===== src/rtl/dpa_pkg.sv =====
package dpa_pkg;

    typedef enum logic {
        WIN_PORT_A = 1'b0,
        WIN_PORT_B = 1'b1
    } dpa_winner_e;

    typedef struct packed {
        logic en_a;
        logic en_b;
    } dpa_grant_t;

endpackage


===== src/rtl/dpa_row_decode.sv =====
module dpa_row_decode #(
    parameter int ADDR_W = 2,
    localparam int ROWS  = 1 << ADDR_W
) (
    input  logic [ADDR_W-1:0] addr,
    output logic [ROWS-1:0]   row
);

    for (genvar gi = 0; gi < ROWS; gi++) begin : g_row
        assign row[gi] = (addr == ADDR_W'(gi));
    end

endmodule


===== src/rtl/dpa_row_match.sv =====
module dpa_row_match #(
    parameter int ROWS = 4
) (
    input  logic [ROWS-1:0] row_a,
    input  logic [ROWS-1:0] row_b,
    output logic            hit
);

    // Any row line high on both sides marks a shared target.
    assign hit = |(row_a & row_b);

endmodule


===== src/rtl/dpa_grant.sv =====
module dpa_grant
    import dpa_pkg::*;
(
    input  logic        hit,
    input  logic        wr_a,
    input  logic        wr_b,
    input  dpa_winner_e winner,
    output dpa_grant_t  grant
);

    always_comb begin
        grant = '{en_a: wr_a, en_b: wr_b};
        if (hit && wr_a && wr_b) begin
            unique case (winner)
                WIN_PORT_A: grant = '{en_a: 1'b1, en_b: 1'b0};
                WIN_PORT_B: grant = '{en_a: 1'b0, en_b: 1'b1};
                default:    grant = '{en_a: 1'b0, en_b: 1'b0};
            endcase
        end
    end

endmodule


===== src/rtl/dpa_conflict_arbiter.sv =====
module dpa_conflict_arbiter
    import dpa_pkg::*;
#(
    parameter int ADDR_W  = 2,
    parameter bit REG_OUT = 1'b1,
    localparam int ROWS   = 1 << ADDR_W
) (
    input  logic              clk,
    input  logic              rst_n,
    input  logic [ADDR_W-1:0] addr_a,
    input  logic [ADDR_W-1:0] addr_b,
    input  logic              wr_a,
    input  logic              wr_b,
    input  logic              win_sel,
    output logic [ROWS-1:0]   row_a,
    output logic [ROWS-1:0]   row_b,
    output logic              same_row,
    output logic              en_a,
    output logic              en_b
);

    logic [ROWS-1:0] dec_a;
    logic [ROWS-1:0] dec_b;
    logic            hit;
    dpa_grant_t      grant;
    dpa_winner_e     winner;

    assign winner = dpa_winner_e'(win_sel);

    dpa_row_decode #(.ADDR_W(ADDR_W)) u_dec_a (.addr(addr_a), .row(dec_a));
    dpa_row_decode #(.ADDR_W(ADDR_W)) u_dec_b (.addr(addr_b), .row(dec_b));

    dpa_row_match #(.ROWS(ROWS)) u_match (
        .row_a (dec_a),
        .row_b (dec_b),
        .hit   (hit)
    );

    dpa_grant u_grant (
        .hit    (hit),
        .wr_a   (wr_a),
        .wr_b   (wr_b),
        .winner (winner),
        .grant  (grant)
    );

    if (REG_OUT) begin : g_reg
        logic [ROWS-1:0] row_a_q;
        logic [ROWS-1:0] row_b_q;
        logic            same_q;
        dpa_grant_t      grant_q;

        always_ff @(posedge clk) begin
            if (!rst_n) begin
                row_a_q <= '0;
                row_b_q <= '0;
                same_q  <= 1'b0;
                grant_q <= '0;
            end else begin
                row_a_q <= dec_a;
                row_b_q <= dec_b;
                same_q  <= hit;
                grant_q <= grant;
            end
        end

        assign row_a    = row_a_q;
        assign row_b    = row_b_q;
        assign same_row = same_q;
        assign en_a     = grant_q.en_a;
        assign en_b     = grant_q.en_b;
    end else begin : g_comb
        assign row_a    = dec_a;
        assign row_b    = dec_b;
        assign same_row = hit;
        assign en_a     = grant.en_a;
        assign en_b     = grant.en_b;
    end

endmodule


===== config.mk =====
export PLATFORM = sky130hd
export DESIGN_NAME = dpa_conflict_arbiter
export DESIGN_NICKNAME = d
export VERILOG_FILES = /design/src/rtl/dpa_pkg.sv /design/src/rtl/dpa_row_decode.sv /design/src/rtl/dpa_row_match.sv /design/src/rtl/dpa_grant.sv /design/src/rtl/dpa_conflict_arbiter.sv
export SDC_FILE = /design/constraint.sdc
export NUM_CORES = 1
export LEC_CHECK = 0
export BUFFER_PORTS_ARGS = -buffer_cell sky130_fd_sc_hd__buf_2
export CORE_MARGIN = 1.5
export CORE_UTILIZATION = 25
export CTS_CLUSTER_DIAMETER = 30
export DETAILED_ROUTE_END_ITERATION = 8
export MAX_ROUTING_LAYER = met4
export SLEW_MARGIN = 25
export SYNTH_ARGS = -nofsm -noshare
export SYNTH_HDL_FRONTEND = slang
export SYNTH_SLANG_ARGS = --single-unit
export TNS_END_PERCENT = 30

===== constraint.sdc =====
create_clock -name clk -period 0.8 [get_ports clk]
set_input_delay 0.04 -clock clk [delete_from_list [all_inputs] [get_ports clk]]
set_output_delay 0.04 -clock clk [all_outputs]
set_load 0.05 [all_outputs]

## After elaboration in Yosys (flattened, before gate mapping)

Cells that the tools add are included.

| operators by class | value |
|---|---|
| shifts and indexed selects | 0 |
| bitwise operators | 2 |
| order comparisons | 0 |
| $add $sub $neg | 0 |
| divide/modulo/power cells | 0 |
| multiply operators | 0 |
| reductions and logical operators | 5 |
| mux-type cells | 2 |
| eq/ne operators | 6 |

Operators by type and width:

| cell | count |
|---|---|
| 2-bit == test (second input constant) | 4 |
| 4-bit bitwise AND | 1 |
| 2-bit by 1-bit == test with 1-bit output (second input constant) | 2 |
| 2-bit zero test | 2 |
| 2-bit one-hot mux with 2 select lines | 1 |
| 4-bit OR reduction | 1 |
| 1-bit logical AND | 2 |
| 2-bit two-way mux | 1 |
| 1-bit NOT | 1 |

| word-level totals | value |
|---|---|
| output and inout bits | 11 |
| bits of input ports | 9 |
| logic and storage cells | 20 |
| bits in latches | 0 |
| register bits | 11 |
| RAM bits | 0 |
| memory bits (read-only) | 0 |
| memories kept | 0 |

## Longest topological paths before layout

| depth | value |
|---|---|
| depth in word-level cells | 6 |
| mapped depth | 3 |
| mapped depth without buffers | 2 |

## Cells and area by module

Synthesis repeated with hierarchy kept, for this count alone.

| unflattened totals | value |
|---|---|
| cell total of the unflattened synthesis | 38 |
| area, all modules | 392.9 µm² |

By module, submodules not included:

| module | cells each | instances | seq. area each (µm²) | area each (µm²) |
|---|---|---|---|---|
| dpa_conflict_arbiter | 23 | 1 | 220.2 | 300.3 |
| dpa_row_decode | 4 | 2 | 0.0 | 26.3 |
| dpa_grant | 4 | 1 | 0.0 | 21.3 |
| dpa_row_match | 3 | 1 | 0.0 | 18.8 |

## Worst setup path after synthesis

No wires, ideal clock.

| timing | value |
|---|---|
| path kind | flip-flop to output port |
| from | register g_reg.grant_q (netlist bit en_a) |
| to | output port en_a |
| arrival | 587 ps |
| slack | 173 ps |
| data required time | 760 ps |
| stages on the path, launching flop included | 1 |
| buffers on the path | 0 |
| cells stage by stage | dfxtp_1 |

RTL lines:

| item | RTL line | RTL |
|---|---|---|
| start: declaration | dpa_conflict_arbiter.sv:51 | `dpa_grant_t grant_q;` |
| start signal: assignment | dpa_conflict_arbiter.sv:63 | `grant_q <= grant;` |
| end: declaration | dpa_conflict_arbiter.sv:18 | `output logic en_a,` |

No word-level cell between the ends.

## Final worst setup path

| timing | value |
|---|---|
| from | register g_reg.row_b_q[1], in the netlist row_b[1] |
| to | output port row_b[1] |

RTL lines:

| item | RTL line | RTL |
|---|---|---|
| start: declaration | dpa_conflict_arbiter.sv:49 | `logic [ROWS-1:0] row_b_q;` |
| start signal: assignment | dpa_conflict_arbiter.sv:56 | `row_b_q <= '0;` |
| start signal: assignment | dpa_conflict_arbiter.sv:61 | `row_b_q <= dec_b;` |
| end: declaration | dpa_conflict_arbiter.sv:16 | `output logic [ROWS-1:0] row_b,` |

No word-level cell between the ends.

==> results.cfg <==
[run_status]
status = complete, no violations

[logic_synthesis]
netlist_top_cells_area = dfxtp_1 (64%), a41oi_1 (5.1%), xnor2_1 (5.1%)
synth-seq-area-share_pct = 64.5
synth_compound_area_share_pct = 5.13
synth.top_cell.area_share_pct = 64.5
synth_xor_area_share_pct = 5.13
synth_mux_area_share_pct = 0
synth_top_cell_by_area = dfxtp_1
syn_area_sq_um = 342
synth_edf_count = 0
synth_cells = 30
synthMostInstantiatedCell = dfxtp_1
ys_ff_latch = 11
synth_fa_ha_area_share_pct = 0
synthArstFlopShare_pct = 0
yosysWarnings = 0
synthTopCellsByCount = dfxtp_1 (11), nand2_1 (4)
avgSynthCellArea_sq_um = 11.4
syn_nets = 39
synth_top_family_by_area = simple AND/OR/NAND/NOR gates
synthSimpleGateAreaFrac_pct = 22.7
dominantRegCellSynth = dfxtp_1
synth.distinct_cells = 12

[timing]
period_share_pct = 98.3
timing.hold.ws_ns = 0.0157
fin_setup_tns_ns = 0
slew_headroom_pct = 84.6
finalHoldViolations = 0
rsz0062_at_grt = true
min_period_ns = 0.787
layout_setup_ws_ns = 0.0133
final-setup-viol-count = 0
fmax_mhz = 1270
tightest_slew_ns = 0.230
final_max_slew_viol_count = 0

[floorplanning]
core_sq_mm = 0.00128
die_width_um = 40.0
die_h_um = 40.0
start_util_pct = 26.6
row_count = 13
io_pins = 20
die_area_sq_mm = 0.00160

[clocking]
tritoncts = yes
numCtsBuffers = 3
clock_path_buffers = 2
root_buffer = clkbuf_4
path_clk_slew_ns = 0.08
postCtsSetupBuffers = 0
cts_num_sinks = 11
cts_htree_levels = 1

[detailed_routing]
vias_per_cell = 4.26
routed_wl_um = 751
drtPass1Iterations = 3
drc = 0
wl_per_cell_um = 10.3
num_vias = 311
drt_iter0_markers = 1
postRouteAntennaNets = 0

[grt]
antenna_found_initial = 0
grt_max_degree = 12
grt_usage_pct = 11.1
grt_pass1_vias = 264
grt_pass1_wl_mm = 1.08
grt-ovfl-total = 0

[worst_setup_path]
crit_path_max_incr_delay_ns = 0.34
cpMaxStageDelayCell = dfxtp_2
worstPathMaxFanout = 1
critPathBufInv = 1
crit_path_end_kind = primary output
cp.required_ns = 0.76
crit_type = flip-flop to primary output
worstPathCellList = buf_8
critical_path_arrival_ns = 0.75
worst_setup_path_start_kind = flip-flop
critPathLaunch = row_b[1]
crit_family = flip-flops

[placed_design]
gp_congestion = 0.625
placed_cells = 63
hpwl_um = 491
io_buffers = 19
placed_area_sq_um = 450
dp_slack_ns = 0.0899

[layout]
areaGrowthSynthToFinish_pct = 86.1
multiInputGateArea_sq_um = 113
fin_util_pct = 49.5
fillerInstances = 117
drive_above_1_share_pct = 63.8
final_nets = 68
finalInstanceArea_sq_um = 636
fin_cells = 73
num_antenna_cells = 0
ff_latch_area_sq_um = 234

[power]
cellLeakagePower_nw = 0.299
switchingPower_mw = 0.345
power_frac_seq_pct = 48.5
power_switching_share_pct = 28.3
power.internal_mw = 0.872
clockPowerShare_pct = 30.8
power_density_mw_per_mm2 = 1910
irDropWorstVdd_uv = 785
power_mw = 1.22
p_comb_share_pct = 20.7

[worst_hold_path]
hold_start = win_sel
hp-class = primary input to flip-flop

[flow_run]
maxCapViolations = 0
area by class of cell:
type	count	share of cell area, %
Clock inverter	1	0.787
Timing Repair Buffer	25	37.6
Clock buffer	3	3.54
Sequential cell	11	36.8
Multi-Input combinational cell	17	17.7
Inverter	1	0.591
Tap cell	15	2.95
state kept, by name (all words and copies together) (netlist names):
register and count:
row_a 4, row_b 4, en_a 1, same_row 1, en_b 1
per-layer routing:
layer / vias to the layer above / track usage, % / wire length [um]
met3: 0 / 3.33 / 36
met2: 10 / 15.3 / 391
met5: - / - / 0
met1: 143 / 13.6 / 323
met4: 0 / 7.76 / 0
li1: 158 / - / -
power by group through the flow:
| stage | clock network (mW) | logic [mW] | registers [mW] |
|---|---|---|---|
| CTS | 0.385 | 0.242 | 0.585 |
| detailed placement | 0 | 0.192 | 0.590 |
| global placement | 0 | 0.191 | 0.590 |
| finish | 0.375 | 0.251 | 0.590 |
| floorplan | 0 | 0.0403 | 0.682 |
| global route | 0.417 | 0.268 | 0.592 |
what timing repair did:
item	CTS	global route
hold endpoints to repair	6	1
hold buffers	5	1
resized for setup	26	11
endpoints found under the setup margin	11	11
pin swaps	0	0
placed cells by master, fill, tap and decap left out:
| cell type | netlist | layout |
|---|---|---|
| nand2_1 | 4 | 4 |
| a41oi_1 | 2 | 2 |
| xnor2_1 | 2 | 2 |
| dfxtp_2 | 0 | 11 |
| nor3b_1 | 2 | 2 |
| nor2_1 | 2 | 2 |
| buf_8 | 0 | 4 |
| and3b_2 | 1 | 1 |
| and3_2 | 2 | 2 |
| buf_2 | 0 | 8 |
| inv_1 | 1 | 1 |
| and3b_1 | 1 | 1 |
| buf_6 | 0 | 7 |
| clkbuf_4 | 0 | 3 |
| dlygate4sd3_1 | 0 | 6 |
| clkinv_2 | 0 | 1 |
| and3_1 | 1 | 1 |
cell families (layout without fill, tap and decap cells):
kind of cell / after synthesis / in the layout
DFF: 11 / 11
and+or+nand+nor: 13 / 13
xor gates and xnor gates: 2 / 2
buffers and inverters: 2 / 30
AOI/OAI and AO/OA: 2 / 2
path summary, 6_finish.rpt:
| kind | endpoint | cells past startpoint |
|---|---|---|
| max | row_b[1] | 1 |
| min | en_a | 2 |
(Power assumes the default switching activity.)
